## config.mk

```make
export PLATFORM = sky130hd
export DESIGN_NAME = lcd_reg_spi_master
export DESIGN_NICKNAME = d
export VERILOG_FILES = /design/src/rtl/lcd_reg_pkg.sv /design/src/rtl/lcd_sclk_tick.sv /design/src/rtl/lcd_spi_byte_shifter.sv /design/src/rtl/lcd_frame_seq.sv /design/src/rtl/lcd_reg_spi_master.sv
export SDC_FILE = /design/constraint.sdc
export NUM_CORES = 1
export LEC_CHECK = 0
export ABC_CLOCK_PERIOD_IN_PS = 2700
export BUFFER_PORTS_ARGS = -buffer_cell sky130_fd_sc_hd__buf_4
export CORE_MARGIN = 2
export CORE_UTILIZATION = 59
export DETAILED_ROUTE_END_ITERATION = 12
export GPL_TIMING_DRIVEN = 0
export PLACE_DENSITY = 0.8
export SLEW_MARGIN = 5
export SYNTH_ARGS = -nofsm -noshare
export SYNTH_HDL_FRONTEND = slang
export SYNTH_SLANG_ARGS = --single-unit
```

## constraint.sdc

```tcl
create_clock -name clk -period 2.7 [get_ports clk]
set_clock_uncertainty 0.2 [all_clocks]
set_input_delay 0.54 -clock clk [delete_from_list [all_inputs] [get_ports clk]]
set_output_delay 0.54 -clock clk [all_outputs]
set_load 0.01 [all_outputs]
```

## src/rtl/lcd_reg_pkg.sv

```systemverilog
package lcd_reg_pkg;

    localparam int WORD_W = 8;
    localparam int DATA_W = 2 * WORD_W;

    localparam logic SEL_INDEX = 1'b0;
    localparam logic SEL_DATA  = 1'b1;
    localparam logic DIR_WRITE = 1'b0;
    localparam logic DIR_READ  = 1'b1;

    typedef enum logic [1:0] {
        ACC_WR = 2'd0,
        ACC_RD = 2'd1,
        ACC_ST = 2'd2
    } acc_kind_e;

    typedef enum logic [2:0] {
        SQ_IDLE   = 3'd0,
        SQ_LEAD   = 3'd1,
        SQ_SHIFT  = 3'd2,
        SQ_TRAIL  = 3'd3,
        SQ_GAP    = 3'd4,
        SQ_FINISH = 3'd5
    } seq_state_e;

    function automatic acc_kind_e decode_op(logic [1:0] op);
        if (op[1])      return ACC_ST;
        else if (op[0]) return ACC_RD;
        else            return ACC_WR;
    endfunction

    function automatic logic [WORD_W-1:0] cmd_byte(logic id, logic sel, logic dir);
        return {5'b01110, id, sel, dir};
    endfunction

    // Plain (non-inverted) byte for a given access kind, frame and byte slot.
    function automatic logic [WORD_W-1:0] plain_byte(acc_kind_e k, logic fr, logic [1:0] slot,
                                                     logic id, logic [WORD_W-1:0] idx,
                                                     logic [DATA_W-1:0] wd);
        logic [WORD_W-1:0] v;
        v = '0;
        if (k == ACC_ST) begin
            v = (slot == 2'd0) ? cmd_byte(id, SEL_INDEX, DIR_READ) : '0;
        end else if (!fr) begin
            case (slot)
                2'd0:    v = cmd_byte(id, SEL_INDEX, DIR_WRITE);
                2'd1:    v = '0;
                default: v = idx;
            endcase
        end else if (k == ACC_WR) begin
            case (slot)
                2'd0:    v = cmd_byte(id, SEL_DATA, DIR_WRITE);
                2'd1:    v = wd[DATA_W-1:WORD_W];
                default: v = wd[WORD_W-1:0];
            endcase
        end else begin
            v = (slot == 2'd0) ? cmd_byte(id, SEL_DATA, DIR_READ) : '0;
        end
        return v;
    endfunction

endpackage

```

## src/rtl/lcd_sclk_tick.sv

```systemverilog
module lcd_sclk_tick #(
    parameter int HALF = 3
) (
    input  logic clk,
    input  logic rst_n,
    input  logic en,
    output logic tick
);
    localparam int CW = $clog2(HALF + 1);
    localparam logic [CW-1:0] TOP = CW'(HALF - 1);

    logic [CW-1:0] cnt_d, cnt_q;

    always_comb begin
        cnt_d = cnt_q;
        if (!en)             cnt_d = '0;
        else if (cnt_q == TOP) cnt_d = '0;
        else                 cnt_d = cnt_q + 1'b1;
    end

    always_ff @(posedge clk or negedge rst_n) begin
        if (!rst_n) cnt_q <= '0;
        else        cnt_q <= cnt_d;
    end

    assign tick = en && (cnt_q == TOP);

    generate
        if (HALF > 1) begin : g_spacing
            AST_TICK_SPACED: assert property (@(posedge clk) disable iff (!rst_n)
                tick |=> !tick);
        end
    endgenerate

endmodule

```

## src/rtl/lcd_spi_byte_shifter.sv

```systemverilog
module lcd_spi_byte_shifter #(
    parameter int W = 8
) (
    input  logic         clk,
    input  logic         rst_n,
    input  logic         tick,
    input  logic         load,
    input  logic [W-1:0] load_byte,
    input  logic         miso,
    output logic         sclk,
    output logic         mosi,
    output logic         byte_done,
    output logic [W-1:0] rx_byte
);
    localparam int PH_W = $clog2(2 * W);
    localparam logic [PH_W-1:0] PH_LAST = PH_W'(2 * W - 1);

    typedef struct packed {
        logic            active;
        logic            sclk;
        logic [PH_W-1:0] phase;
        logic [W-1:0]    tx;
        logic [W-1:0]    rx;
    } sh_state_t;

    sh_state_t d, q;

    always_comb begin
        d = q;
        byte_done = q.active && tick && q.sclk && (q.phase == PH_LAST);
        if (q.active && tick) begin
            if (!q.sclk) begin
                d.sclk  = 1'b1;
                d.rx    = {q.rx[W-2:0], miso};
                d.phase = q.phase + 1'b1;
            end else begin
                d.sclk = 1'b0;
                if (q.phase == PH_LAST) begin
                    d.active = 1'b0;
                end else begin
                    d.tx    = {q.tx[W-2:0], 1'b0};
                    d.phase = q.phase + 1'b1;
                end
            end
        end
        if (load) begin
            d.active = 1'b1;
            d.sclk   = 1'b0;
            d.phase  = '0;
            d.tx     = load_byte;
        end
    end

    always_ff @(posedge clk or negedge rst_n) begin
        if (!rst_n) q <= '0;
        else        q <= d;
    end

    assign sclk    = q.sclk;
    assign mosi    = q.active ? q.tx[W-1] : 1'b0;
    assign rx_byte = q.rx;

    AST_MOSI_HELD_HIGH: assert property (@(posedge clk) disable iff (!rst_n)
        (sclk && $past(sclk)) |-> $stable(mosi));
    AST_LOAD_WHEN_FREE: assert property (@(posedge clk) disable iff (!rst_n)
        load |-> (!q.active || byte_done));

endmodule

```

## src/rtl/lcd_frame_seq.sv

```systemverilog
module lcd_frame_seq
    import lcd_reg_pkg::*;
(
    input  logic              clk,
    input  logic              rst_n,
    input  logic              req_valid,
    output logic              req_ready,
    input  logic [1:0]        req_op,
    input  logic [WORD_W-1:0] req_index,
    input  logic [DATA_W-1:0] req_wdata,
    input  logic              dev_id,
    input  logic              tx_invert,
    output logic              rsp_done,
    output logic [DATA_W-1:0] rsp_data,
    output logic              cs_n,
    input  logic              tick,
    output logic              tick_en,
    output logic              sh_load,
    output logic [WORD_W-1:0] sh_byte,
    input  logic              byte_done,
    input  logic [WORD_W-1:0] rx_byte
);
    typedef struct packed {
        seq_state_e        st;
        acc_kind_e         kind;
        logic [WORD_W-1:0] idx;
        logic [DATA_W-1:0] wdata;
        logic              id;
        logic              inv;
        logic              frame;
        logic [1:0]        slot;
        logic [DATA_W-1:0] acc;
        logic [DATA_W-1:0] data;
        logic              cs_n;
    } seq_t;

    seq_t d, q;

    logic [1:0]        last_slot;
    logic              last_frame;
    logic [WORD_W-1:0] cur_byte, nxt_byte;

    always_comb begin
        last_slot  = (q.kind == ACC_ST) ? 2'd3 : 2'd2;
        last_frame = (q.kind == ACC_ST) || q.frame;
        cur_byte   = plain_byte(q.kind, q.frame, q.slot, q.id, q.idx, q.wdata)
                     ^ {WORD_W{q.inv}};
        nxt_byte   = plain_byte(q.kind, q.frame, q.slot + 2'd1, q.id, q.idx, q.wdata)
                     ^ {WORD_W{q.inv}};

        d       = q;
        sh_load = 1'b0;
        sh_byte = '0;

        case (q.st)
            SQ_IDLE: begin
                if (req_valid) begin
                    d.st    = SQ_LEAD;
                    d.kind  = decode_op(req_op);
                    d.idx   = req_index;
                    d.wdata = req_wdata;
                    d.id    = dev_id;
                    d.inv   = tx_invert;
                    d.frame = 1'b0;
                    d.slot  = 2'd0;
                    d.acc   = '0;
                    d.cs_n  = 1'b0;
                end
            end
            SQ_LEAD: begin
                if (tick) begin
                    sh_load = 1'b1;
                    sh_byte = cur_byte;
                    d.st    = SQ_SHIFT;
                end
            end
            SQ_SHIFT: begin
                if (byte_done) begin
                    d.acc = {q.acc[WORD_W-1:0], rx_byte};
                    if (q.slot == last_slot) begin
                        d.st = SQ_TRAIL;
                    end else begin
                        d.slot  = q.slot + 2'd1;
                        sh_load = 1'b1;
                        sh_byte = nxt_byte;
                    end
                end
            end
            SQ_TRAIL: begin
                if (tick) begin
                    d.cs_n = 1'b1;
                    if (last_frame) begin
                        d.st   = SQ_FINISH;
                        d.data = (q.kind == ACC_WR) ? '0 : q.acc;
                    end else begin
                        d.st    = SQ_GAP;
                        d.frame = 1'b1;
                    end
                end
            end
            SQ_GAP: begin
                if (tick) begin
                    d.st   = SQ_LEAD;
                    d.slot = 2'd0;
                    d.cs_n = 1'b0;
                end
            end
            SQ_FINISH: d.st = SQ_IDLE;
            default:   d.st = SQ_IDLE;
        endcase
    end

    always_ff @(posedge clk or negedge rst_n) begin
        if (!rst_n) begin
            q      <= '0;
            q.st   <= SQ_IDLE;
            q.kind <= ACC_WR;
            q.cs_n <= 1'b1;
        end else begin
            q <= d;
        end
    end

    assign req_ready = (q.st == SQ_IDLE);
    assign rsp_done  = (q.st == SQ_FINISH);
    assign rsp_data  = q.data;
    assign cs_n      = q.cs_n;
    assign tick_en   = (q.st != SQ_IDLE) && (q.st != SQ_FINISH);

    AST_BYTE_INSIDE_FRAME: assert property (@(posedge clk) disable iff (!rst_n)
        byte_done |-> !q.cs_n);
    AST_REQ_HELD_BUSY: assert property (@(posedge clk) disable iff (!rst_n)
        (!req_ready && !rsp_done) |=> $stable(q.kind));

endmodule

```

## src/rtl/lcd_reg_spi_master.sv

```systemverilog
module lcd_reg_spi_master
    import lcd_reg_pkg::*;
#(
    parameter int CLK_HZ      = 24_000_000,
    parameter int SCLK_MAX_HZ = 4_000_000
) (
    input  logic        clk,
    input  logic        rst_n,
    input  logic        req_valid,
    output logic        req_ready,
    input  logic [1:0]  req_op,
    input  logic [7:0]  req_index,
    input  logic [15:0] req_wdata,
    input  logic        dev_id,
    input  logic        tx_invert,
    output logic        rsp_done,
    output logic [15:0] rsp_data,
    output logic        spi_sclk,
    output logic        spi_mosi,
    output logic        spi_cs_n,
    input  logic        spi_miso
);
    localparam int HALF_RAW = (CLK_HZ + 2 * SCLK_MAX_HZ - 1) / (2 * SCLK_MAX_HZ);
    localparam int HALF     = (HALF_RAW < 1) ? 1 : HALF_RAW;

    logic              tick, tick_en;
    logic              sh_load, byte_done;
    logic [WORD_W-1:0] sh_byte, rx_byte;

    lcd_sclk_tick #(.HALF(HALF)) u_tick (
        .clk   (clk),
        .rst_n (rst_n),
        .en    (tick_en),
        .tick  (tick)
    );

    lcd_frame_seq u_seq (
        .clk       (clk),
        .rst_n     (rst_n),
        .req_valid (req_valid),
        .req_ready (req_ready),
        .req_op    (req_op),
        .req_index (req_index),
        .req_wdata (req_wdata),
        .dev_id    (dev_id),
        .tx_invert (tx_invert),
        .rsp_done  (rsp_done),
        .rsp_data  (rsp_data),
        .cs_n      (spi_cs_n),
        .tick      (tick),
        .tick_en   (tick_en),
        .sh_load   (sh_load),
        .sh_byte   (sh_byte),
        .byte_done (byte_done),
        .rx_byte   (rx_byte)
    );

    lcd_spi_byte_shifter #(.W(WORD_W)) u_shift (
        .clk       (clk),
        .rst_n     (rst_n),
        .tick      (tick),
        .load      (sh_load),
        .load_byte (sh_byte),
        .miso      (spi_miso),
        .sclk      (spi_sclk),
        .mosi      (spi_mosi),
        .byte_done (byte_done),
        .rx_byte   (rx_byte)
    );

    AST_CS_HIGH_IDLE: assert property (@(posedge clk) disable iff (!rst_n)
        req_ready |-> spi_cs_n);
    AST_SCLK_IN_FRAME: assert property (@(posedge clk) disable iff (!rst_n)
        spi_sclk |-> !spi_cs_n);
    AST_CS_RISE_SCLK_LOW: assert property (@(posedge clk) disable iff (!rst_n)
        $rose(spi_cs_n) |-> !spi_sclk);
    AST_DONE_SINGLE: assert property (@(posedge clk) disable iff (!rst_n)
        rsp_done |=> !rsp_done);
    AST_READY_AFTER_DONE: assert property (@(posedge clk) disable iff (!rst_n)
        rsp_done |=> req_ready);
    AST_BUSY_AFTER_ACCEPT: assert property (@(posedge clk) disable iff (!rst_n)
        (req_valid && req_ready) |=> !req_ready);

endmodule

```

### After elaboration in Yosys (flattened, before gate mapping)

Index checks and enable logic that the tools add are counted.

| storage, ports and cells | value |
|---|---|
| output and inout bits | 21 |
| register bits | 91 |
| logic and storage cells | 131 |

| cells by class | value |
|---|---|
| reductions and logical operators | 29 |
| equal/unequal tests | 22 |
| mux-type cells | 57 |
| bitwise operators | 3 |
| $add $sub $neg | 3 |

Operator list:

| kind | count |
|---|---|
| $mux W8 | 11 |
| $pmux W8 S2 | 5 |
| $mux W50 | 1 |
| $pmux W16 S2 | 1 |
| $mux W7 | 4 |
| $mux W22 | 1 |
| $mux W18 | 1 |
| $mux W16 | 1 |
| $xor A8 B8 Y8 | 2 |
| $mux W3 | 5 |
| $pmux W3 S5 | 1 |
| $mux W1 | 14 |
| $mux W14 | 1 |
| $mux W12 | 1 |
| $reduce_and A3 Y1 | 4 |
| $mux W2 | 5 |
| $ne A2 B2 Y1 const B | 5 |
| $reduce_bool A2 Y1 | 5 |
| $reduce_bool A3 Y1 | 3 |
| $ne A2 B1 Y1 const B | 4 |
| $reduce_and A4 Y1 | 2 |
| $eq A3 B2 Y1 const B | 2 |
| $eq A3 B3 Y1 const B | 2 |
| $logic_not A2 Y1 | 3 |
| 19 further kinds | 30 |

### Logic depth before layout (Yosys ltp)

Gate-level depths: netlist (run 1).

| logic depth | value |
|---|---|
| word-level depth | 11 |
| mapped depth | 10 |
| depth with buffers taken out | 8 |

### Modules after synthesis

From an unflattened synthesis (run 1), not the netlist that was laid out.

| unflattened totals | value |
|---|---|
| cells, all modules | 512 |
| area total of the unflattened synthesis | 4992.3 um^2 |

By module, submodules not included:

| module | seq. area each (um^2) | area each (um^2) | instances | cells each |
|---|---|---|---|---|
| lcd_frame_seq | 1677.9 | 3787.4 | 1 | 403 |
| lcd_spi_byte_shifter | 550.5 | 1124.8 | 1 | 104 |
| lcd_sclk_tick | 50.0 | 80.1 | 1 | 5 |

### Worst setup path before layout (run 1)

OpenSTA, ideal clock, no wires.

| path | value |
|---|---|
| path kind | register to register |
| from | register u_seq.q[34] (netlist bit) |
| to | register u_shift.q[11] (netlist bit) |
| cell stages (with the launch flop) | 10 |
| period minus slack after synthesis | 2485 ps |
| setup time | 87 ps |
| arrival time | 2198 ps |
| path slack | 215 ps |
| required time | 2413 ps |
| buffers on the path | 1 |
| cells stage by stage | dfrtp_1 > clkbuf_1 > inv_1 > ha_1 > or3b_2 > a211oi_1 > nor2_1 > xor2_1 > o211a_1 > o22ai_1 |

| on the way | value |
|---|---|
| cells in the longest elaborated chain, start to end | 11 |
| elaborated cells between the ends (all ways) | 30 |
| classes of those cells | add/sub: 1; eq/ne: 4; mux: 18; bitwise: 2; reduce/logical: 5 |

RTL lines:

| what | RTL line | source |
|---|---|---|
| from (decl) | lcd_frame_seq.sv:37 | `seq_t d, q;` |
| $add A2 B1 Y2 | lcd_frame_seq.sv:48 | `nxt_byte = plain_byte(q.kind, q.frame, q.slot + 2'd1, q.id, q.idx, q.wdata)` |
| $eq A2 B1 Y1 or $logic_not A2 Y1 (tied branches) | lcd_reg_pkg.sv:45, lcd_reg_pkg.sv:51 |  |
| $pmux W8 S2 | lcd_reg_pkg.sv:51 | `case (slot)` |
| $mux W8 | lcd_reg_pkg.sv:50 | `end else if (k == ACC_WR) begin` |
| $mux W8 | lcd_reg_pkg.sv:44 | `end else if (!fr) begin` |
| $mux W8 | lcd_reg_pkg.sv:42 | `if (k == ACC_ST) begin` |
| $xor A8 B8 Y8 | lcd_frame_seq.sv:49 | `^ {WORD_W{q.inv}};` |
| $mux W8 | lcd_frame_seq.sv:80 | `if (q.slot == last_slot) begin` |
| $mux W8 | lcd_frame_seq.sv:78 | `if (byte_done) begin` |
| $pmux W8 S2 | lcd_frame_seq.sv:55 | `case (q.st)` |
| $mux W14 | lcd_spi_byte_shifter.sv:46 | `if (load) begin` |
| to (signal assigned) | lcd_spi_byte_shifter.sv:55 | `if (!rst_n) q <= '0;` |
| to (signal assigned) | lcd_spi_byte_shifter.sv:56 | `else q <= d;` |
| to (decl) | lcd_spi_byte_shifter.sv:26 | `sh_state_t d, q;` |

Parallel ways exist; a longest one is shown, timed or not.
A chain may end at the register's enable or synchronous reset.

### Final worst setup path (run 1)

| path | value |
|---|---|
| from | register u_seq.q[34] (netlist bit) |
| to | register u_shift.q[12] (netlist bit) |

| on the way | value |
|---|---|
| cells in the longest elaborated chain, start to end | 11 |
| elaborated cells between the ends (all ways) | 34 |
| classes of those cells | add/sub: 1; eq/ne: 4; mux: 22; bitwise: 2; reduce/logical: 5 |

RTL lines:

| what | RTL line |
|---|---|
| $add A2 B1 Y2 | lcd_frame_seq.sv:48 |
| $eq A2 B1 Y1 or $logic_not A2 Y1 (tied branches) | lcd_reg_pkg.sv:45, lcd_reg_pkg.sv:51, lcd_reg_pkg.sv:43 |
| $pmux W8 S2 or $mux W7 (tied branches) | lcd_reg_pkg.sv:51, lcd_reg_pkg.sv:57 |
| $mux W8 | lcd_reg_pkg.sv:50 |
| $mux W8 | lcd_reg_pkg.sv:44 |
| $mux W8 | lcd_reg_pkg.sv:42 |
| $xor A8 B8 Y8 | lcd_frame_seq.sv:49 |
| $mux W8 | lcd_frame_seq.sv:80 |
| $mux W8 | lcd_frame_seq.sv:78 |
| $pmux W8 S2 | lcd_frame_seq.sv:55 |
| $mux W14 | lcd_spi_byte_shifter.sv:46 |

Parallel ways exist; a longest one is shown, timed or not.

==> flow_summary.json, run 1 <==
{
  "worst_pin_slew_ns": 1.13,
  "synth-async-reset-ratio_pct": 100,
  "port_buffers": 52,
  "synth_flop_cell": "dfrtp_1",
  "via_per_inst": 5.83,
  "critPathRequiredTime_ns": 2.76,
  "syn_area_per_cell_um2": 9.39,
  "holdWs_ns": 0.162,
  "rows": 33,
  "path_max_fanout": 10,
  "path_class": "reg2reg",
  "first_iter_violations": 244,
  "grt_max_degree": 92,
  "synth_area_leader_cell": "dfrtp_1",
  "htreeDepth": 3,
  "die_w_um": 95.1,
  "yosys-top-cells-area": "dfrtp_1 (46%), mux2_2 (8.5%), nand2_1 (8.1%)",
  "hold_violations": 0,
  "crit_path_end_kind": "flop",
  "fin_crit_sh_pct": 95.8,
  "setup_slack_ns": 0.113,
  "yosysMostFrequentCell": "nand2_1",
  "cp_slowest_cell": "dfrtp_1",
  "clkTransAtPathRegs_ns": 0.10,
  "peakVddDrop_uv": 575,
  "numClockSinks": 91,
  "fmaxAchievable_mhz": 387,
  "routabilityCongestion": 0.946,
  "grt_pass1_vias": 3826,
  "ant_nets": 0,
  "nets": 622,
  "ys_warn_count": 0,
  "ys_seq_area_share_pct": 46.5,
  "power.density_nw_per_um2": 911,
  "hpwl_mm": 8.15,
  "clk_path_buf_depth": 2,
  "synth_common_cells": "nand2_1 (106), dfrtp_1 (90), mux2_2 (37)",
  "synthToLayoutAreaGrowth_pct": 14.8,
  "crit_arrival_ns": 2.65,
  "synthDistinctLibCells": 60,
  "grt_pass1_wl_mm": 18.3,
  "maxCapViolCount": 0,
  "dieArea_um2": 9050,
  "ff2ff_setup_slack_ns": 0.11,
  "netlist.area_leader.share_pct": 46.0,
  "status": "completed",
  "dp.cells": 679,
  "insertion_delay_ns": 0.36,
  "insertedDiodeCount": 0,
  "start_kind": "flop",
  "p_leak_nw": 2.47,
  "grt.total_usage_pct": 26.2,
  "synth_edf_count": 0,
  "layout.cells.non_filler": 696,
  "ys_ff_latch": 91,
  "numCtsBuffers": 9,
  "wl_per_cell_um": 16.1,
  "num_vias": 4058,
  "cts-root-buf": "clkbuf_8",
  "drive_gt1_share_pct": 25.2,
  "drc_errors": 0,
  "pin_count": 53,
  "antenna_found_initial": 0,
  "cp_cell_sequence": "buf_4 -> inv_1 -> ha_1 -> buf_2 -> mux2_2 -> nand2_1 -> a22oi_1 -> mux2i_1 -> o2111ai_1 -> o21a_1",
  "synth_fp_nets": 558,
  "cp_slowest_stage_delay_ns": 0.39,
  "grt-ovfl-total": 0,
  "setup_viol": 0,
  "netlist_area_um2": 4900,
  "synth_cells": 522,
  "slew_headroom_pct": 24.6,
  "die-height_um": 95.1,
  "holdBufCountCts": 0,
  "place_ws_ns": -0.404,
  "fillers": 677,
  "post-route-min-period_ns": 2.59,
  "hold_class": "in2async",
  "wl_mm": 11.2,
  "slew_viol_final": 0,
  "cts_tree": "done",
  "initial_core_util_pct": 60.2,
  "first_pass_iters": 5,
  "core_um2": 8130
}
## layout make-up
type                    count  area, µm²  share of cell area [%]
clock buffers              11        151                    2.69
multi-input cells         370       2320                    41.2
well taps                 105        131                    2.34
flip-flops and latches     91       2280                    40.5
inverters                  13       48.8                   0.868
clock inverters             5       35.0                   0.623
repair buffers             53        398                    7.07
plain buffers              48        265                    4.72
## registers in the layout, indices dropped and copies added, names as in the netlist
signal and flops:
u_seq.cs_n 1, u_seq.q 50, u_seq.rsp_data 16, u_shift.q 13, u_shift.rx_byte 8, u_shift.sclk 1
u_tick.cnt_q 2
## critical path: cells and delay by family (launching register included)
family	cells	cell delay, ns
adders and majority gates	1	0.25
and+or+nand+nor	1	0.05
AOI/OAI and AO/OA	3	0.59
buffers and inverters	3	0.56
DFF	1	0.39
muxes	2	0.45
## metal layers
layer,GRT usage (%),wire (µm)
met1,33.4,4820
met2,44.8,5590
met3,3.24,493
met4,11.0,317
met5,0,0
## report_power, final
group	internal [W]	switching (W)
clock	0.000389	0.000503
combinational	0.000923	0.00128
sequential	0.00172	0.000310
## kinds of logic after synthesis
logic type | count (synthesis) | share of synthesized area (%)
simple gates | 182 | 16.4
fa+ha+maj | 4 | 1.02
xor+xnor | 12 | 2.15
flops | 91 | 46.5
buf+inv | 61 | 6.28
compound gates | 120 | 16.1
mux | 52 | 11.6
## path summary, 6_finish.rpt
kind / from / end / cells past startpoint
worst max-delay path: u_seq.q[34] / u_shift.q[12] / 10
worst min-delay path: rst_n / u_seq.rsp_data[2] / 1
worst max register to register: u_seq.q[34] / u_shift.q[12] / 10
worst min register to register: u_seq.rsp_data[8] / u_seq.rsp_data[8] / 2
max in group asynchronous: rst_n / u_seq.q[53] / 1
min in group clk: req_index[4] / u_seq.q[58] / 3
## per-stage QoR
step	total power (W)	cell area, µm²	setup TNS [ns]	utilization, %
2_1_floorplan	0.00358	4900	0	-
3_3_place_gp	0.00415	5420	-1.51	66.7
3_5_place_dp	0.00419	5420	-1.91	66.7
4_1_cts	0.00509	5610	0	69.0
5_1_grt	0.00546	5620	-0.0178	69.1
6_report	0.00513	5620	0	69.1
## placed cells by master, fill, tap and decap left out, drive strengths merged, types with 3 or more instances in the layout
cell type,Yosys,routed
a211oi,9,9
a21oi,14,14
a22oi,7,7
a2bb2oi,3,3
a31oi,3,3
a32oi,3,3
and2,3,3
buf,31,86
clkbuf,17,26
dfrtp,90,90
ha,4,4
inv,13,15
mux2,37,37
mux2i,15,15
nand2,106,106
nand2b,6,6
nand3,10,10
nand3b,3,3
nand4,3,3
nor2,31,31
nor2b,3,3
nor3,4,4
o2111ai,3,3
o211ai,6,6
o21ai,52,52
or2,3,3
xnor2,5,5
xor2,7,7
## what timing repair did
| action | 4_1_cts | 5_1_grt |
|---|---|---|
| buffers inserted | 0 | 1 |
| endpoints found under the setup margin | 8 | 7 |
| resized for setup | 4 | 3 |
No activity file was read; power rests on OpenSTA's default activity.
==> inputs of run 2 (changes only) <==
--- a/config.mk
+++ b/config.mk
@@ -8,10 +8,9 @@
 export ABC_CLOCK_PERIOD_IN_PS = 2700
 export BUFFER_PORTS_ARGS = -buffer_cell sky130_fd_sc_hd__buf_4
 export CORE_MARGIN = 2
-export CORE_UTILIZATION = 59
+export CORE_UTILIZATION = 30
 export DETAILED_ROUTE_END_ITERATION = 12
 export GPL_TIMING_DRIVEN = 0
-export PLACE_DENSITY = 0.8
 export SLEW_MARGIN = 5
 export SYNTH_ARGS = -nofsm -noshare
 export SYNTH_HDL_FRONTEND = slang
==> flow_summary.json, run 2 (synthesis gave the netlist of run 1 again) <==
{
  "setup_viol": 0,
  "use_met2_pct": 22.6,
  "tns_ns": 0,
  "path_max_fanout": 10,
  "power.density_nw_per_um2": 935,
  "grt_pass1_vias": 4018,
  "grt_util_met3_pct": 4.08,
  "final_cell_mix": "nand2_1 (106), dfrtp_1 (89), buf_4 (71)",
  "status": "completed",
  "fin_total_pwr_w": 0.00550,
  "cts_tree": "done",
  "clkTransAtPathRegs_ns": 0.06,
  "via_per_inst": 4.88,
  "numClockSinks": 91,
  "first_iter_violations": 232,
  "slew_viol_final": 0,
  "holdBufCountCts": 0,
  "clk_path_buf_depth": 2,
  "wl_per_cell_um": 14.4,
  "ff2ff_setup_slack_ns": 0.23,
  "r2r-end": "u_seq.q[52]",
  "numCtsBuffers": 9,
  "hold_violations": 0,
  "hpwl_mm": 8.64,
  "synthToLayoutAreaGrowth_pct": 19.9,
  "die_w_um": 132,
  "die-height_um": 132,
  "critPathRequiredTime_ns": 2.74,
  "wl_mm": 11.6,
  "nets": 622,
  "timing.rr.start": "u_seq.q[65]",
  "worstRegToRegCells": 6,
  "num_vias": 3939,
  "grt-ovfl-total": 0,
  "drive_gt1_share_pct": 25.2,
  "maxCapViolCount": 0,
  "largest_register_ffs": 50,
  "ant_nets": 0,
  "port_buffers": 52,
  "first_pass_iters": 4,
  "path_class": "reg2reg",
  "fmaxAchievable_mhz": 404,
  "grt.total_usage_pct": 13.9,
  "dieArea_um2": 17400,
  "post-route-min-period_ns": 2.47,
  "layout.cells.non_filler": 807,
  "initial_core_util_pct": 30.7,
  "busiest_layer": "met2",
  "drc_errors": 0,
  "insertedDiodeCount": 0,
  "rsz0062_at_grt": "no",
  "insertion_delay_ns": 0.35,
  "fin_crit_sh_pct": 91.7,
  "final_common_cell": "nand2_1",
  "fillers": 1643,
  "crit_path_end_kind": "flop",
  "dp.cells": 790,
  "pin_count": 53,
  "cts-root-buf": "clkbuf_16",
  "multiInputGateArea_um2": 2310,
  "grt_max_degree": 92,
  "max_flop_register": "u_seq.q",
  "p_leak_nw": 2.51,
  "routabilityCongestion": 0.873,
  "register_area_um2": 2280,
  "antenna_found_initial": 0,
  "htreeDepth": 3,
  "crit_arrival_ns": 2.51,
  "start_kind": "flop",
  "peakVddDrop_uv": 648,
  "worst_pin_slew_ns": 1.14,
  "hold_class": "in2async",
  "fin_util_pct": 36.9,
  "slew_headroom_pct": 24.2,
  "core_um2": 15900,
  "rows": 46,
  "grt_pass1_wl_mm": 19.4,
  "grt_use_met1_pct": 17.6
}
## run 2: cell type report
class | instances | share of cell area (%)
multi-input combinational | 370 | 39.4
tap | 216 | 4.60
buffer | 47 | 4.39
inverter | 13 | 0.830
clock buffer | 9 | 3.83
clock inverter | 7 | 1.30
timing repair buffer | 54 | 6.90
sequential | 91 | 38.8
## run 2: how the worst max path moves through the flow
stage                      from       endpoint  slack [ns]  cells after the start
finish              u_seq.q[65]    u_seq.q[52]        0.23                      6
global route        u_seq.q[65]    u_seq.q[52]        0.05                      6
CTS                 u_seq.q[34]  u_shift.q[13]        0.06                      8
detailed placement  u_seq.q[34]  u_shift.q[13]       -0.25                      9
global placement    u_seq.q[34]  u_shift.q[13]       -0.30                      9
floorplan           u_seq.q[34]  u_shift.q[11]        0.22                      9
## run 2: metrics by stage
step	hold WS (ns)	worst slack, ns	area (µm²)
after CTS	0.188	0.0565	5860
after detailed placement	0.272	-0.253	5560
after global routing	0.195	0.0539	5880
final	0.186	0.225	5880
after floorplan	0.0444	0.215	4900
after global placement	0.267	-0.302	5560
## run 2: report_power, final
group,internal (W),total (W),switching [W]
Sequential,0.00172,0.00204,0.000316
Combinational,0.000920,0.00218,0.00126
Clock,0.000723,0.00128,0.000553
Total,0.00337,0.00550,0.00213
## run 2: timing repair
item / 4_1_cts / 5_1_grt
gates resized for setup: 1 / 4
endpoints found under the setup margin: 8 / 6
buffers inserted: 0 / 2
hold endpoints to repair: 0 / 0
## run 2: layer usage
layer  vias to the layer above  wire (µm)
met4                         0        252
met5                         -          0
li1                       1933          -
met1                      1896       5150
met2                        90       5670
met3                        20        527
## run 2: worst max-delay path, cell delays in order, from the launching register on
cell	delay (ns)
dfrtp_1	0.38
buf_2	0.18
nor3_1	0.31
and2_1	0.18
clkbuf_1	0.33
clkbuf_1	0.39
mux2_2	0.39
==> inputs of run 3 (changes only) <==
--- a/config.mk
+++ b/config.mk
@@ -11,6 +11,7 @@
 export CORE_UTILIZATION = 30
 export DETAILED_ROUTE_END_ITERATION = 12
 export GPL_TIMING_DRIVEN = 0
+export RECOVER_POWER = 25
 export SLEW_MARGIN = 5
 export SYNTH_ARGS = -nofsm -noshare
 export SYNTH_HDL_FRONTEND = slang
==> flow_summary.json, run 3 (synthesis gave the netlist of run 1 again) <==
{
  "status": "completed",
  "fin_util_pct": 36.9,
  "first_pass_iters": 4,
  "worst_pin_slew_ns": 1.13,
  "core_um2": 15900,
  "num_vias": 3939,
  "cts-root-buf": "clkbuf_16",
  "cp_slowest_cell": "clkbuf_1",
  "final_common_cell": "nand2_1",
  "rsz0062_at_grt": "no",
  "tns_ns": 0,
  "via_per_inst": 4.88,
  "htreeDepth": 3,
  "critPathRequiredTime_ns": 2.74,
  "place_ws_ns": -0.253,
  "peakVddDrop_uv": 650,
  "crit_path_end_kind": "flop",
  "wl_per_cell_um": 14.4,
  "pin_count": 53,
  "cp_slowest_stage_delay_ns": 0.39,
  "path_class": "reg2reg",
  "cp_cell_sequence": "buf_2 -> nor3_1 -> and2_1 -> clkbuf_1 -> clkbuf_1 -> mux2_2",
  "grt_pass1_wl_mm": 19.4,
  "maxCapViolCount": 0,
  "drive_gt1_share_pct": 25.0,
  "grt-ovfl-total": 0,
  "p_leak_nw": 2.51,
  "dieArea_um2": 17400,
  "synthToLayoutAreaGrowth_pct": 19.9,
  "cts_tree": "done",
  "insertedDiodeCount": 0,
  "die_w_um": 132,
  "power.density_nw_per_um2": 935,
  "port_buffers": 52,
  "ant_nets": 0,
  "max_flop_register": "u_seq.q",
  "largest_register_ffs": 50,
  "die-height_um": 132,
  "clkTransAtPathRegs_ns": 0.06,
  "start_kind": "flop",
  "fin_crit_sh_pct": 92.2,
  "grt_max_degree": 92,
  "cp.buffers_inverters": 3,
  "routabilityCongestion": 0.873,
  "fmaxAchievable_mhz": 402,
  "slew_headroom_pct": 24.4,
  "insertion_delay_ns": 0.35,
  "holdBufCountCts": 0,
  "final_cell_mix": "nand2_1 (106), dfrtp_1 (89), buf_4 (71)",
  "crit_arrival_ns": 2.53,
  "hold_class": "in2async",
  "first_iter_violations": 229,
  "setup_viol": 0,
  "drc_errors": 0,
  "rows": 46,
  "numClockSinks": 91,
  "wl_mm": 11.6,
  "hold_violations": 0,
  "grt_pass1_vias": 4018,
  "slew_viol_final": 0,
  "critPathTopFamily": "buffers and inverters",
  "setup_slack_ns": 0.210,
  "path_max_fanout": 10,
  "crit_path_frequent_cell": "clkbuf_1",
  "clk_path_buf_depth": 2,
  "hpwl_mm": 8.64,
  "fillers": 1644,
  "post-route-min-period_ns": 2.49,
  "numCtsBuffers": 9,
  "nets": 622,
  "initial_core_util_pct": 30.7,
  "antenna_found_initial": 0,
  "grt.total_usage_pct": 13.9
}
-- run 3: cell types whose count changed in the layout (fill, tap and decap cells not counted), sizes merged --
cell    change
clkbuf      +1
buf         -1
-- run 3: power by group --
part | internal, W | switching, W | total (W)
clock | 0.000723 | 0.000553 | 0.00128
sequential | 0.00172 | 0.000317 | 0.00204
combinational | 0.000918 | 0.00126 | 0.00218
total | 0.00337 | 0.00213 | 0.00550
-- run 3: path summary, 6_finish.rpt --
check / from / end / slack [ns] / depth (start not counted)
setup reg to reg: u_seq.q[65] / u_seq.q[52] / 0.21 / 6
max in group asynchronous: rst_n / u_seq.q[34] / 1.35 / 1
hold reg to reg: u_seq.rsp_data[11] / u_seq.rsp_data[11] / 0.28 / 2
setup / recovery: u_seq.q[65] / u_seq.q[52] / 0.21 / 6
min in group clk: req_index[4] / u_seq.q[58] / 0.20 / 3
hold / removal: rst_n / u_seq.rsp_data[5] / 0.18 / 1
-- run 3: through the flow --
step | power [W] | instances | hold WS (ns) | cell area (µm²)
after CTS | 0.00551 | 805 | 0.188 | 5860
after global placement | 0.00416 | 790 | 0.267 | 5560
after detailed placement | 0.00421 | 790 | 0.272 | 5560
after floorplan | 0.00358 | 522 | 0.0444 | 4900
after global routing | 0.00588 | 807 | 0.195 | 5880
final | 0.00550 | 807 | 0.184 | 5880
-- run 3: layer usage --
metal	vias to the layer above	global-route usage [%]	routed length, µm
met1	1894	17.6	5100
met3	20	4.08	594
li1	1931	-	-
met5	-	0	0
met4	0	5.13	246
met2	94	22.6	5670
-- run 3: area by class of cell --
type	instances	area, µm²	share of cell area (%)
multi-input cells	370	2310	39.4
flip-flops and latches	91	2280	38.8
repair buffers	54	405	6.90
well taps	216	270	4.60
plain buffers	47	256	4.37
clock buffers	9	225	3.83
clock inverters	7	76.3	1.30
inverters	13	48.8	0.830
-- run 3: timing repair --
item,CTS,global route
resized for setup,1,4
endpoints found under the setup margin,8,6
cloned,0,0
setup buffers,0,2
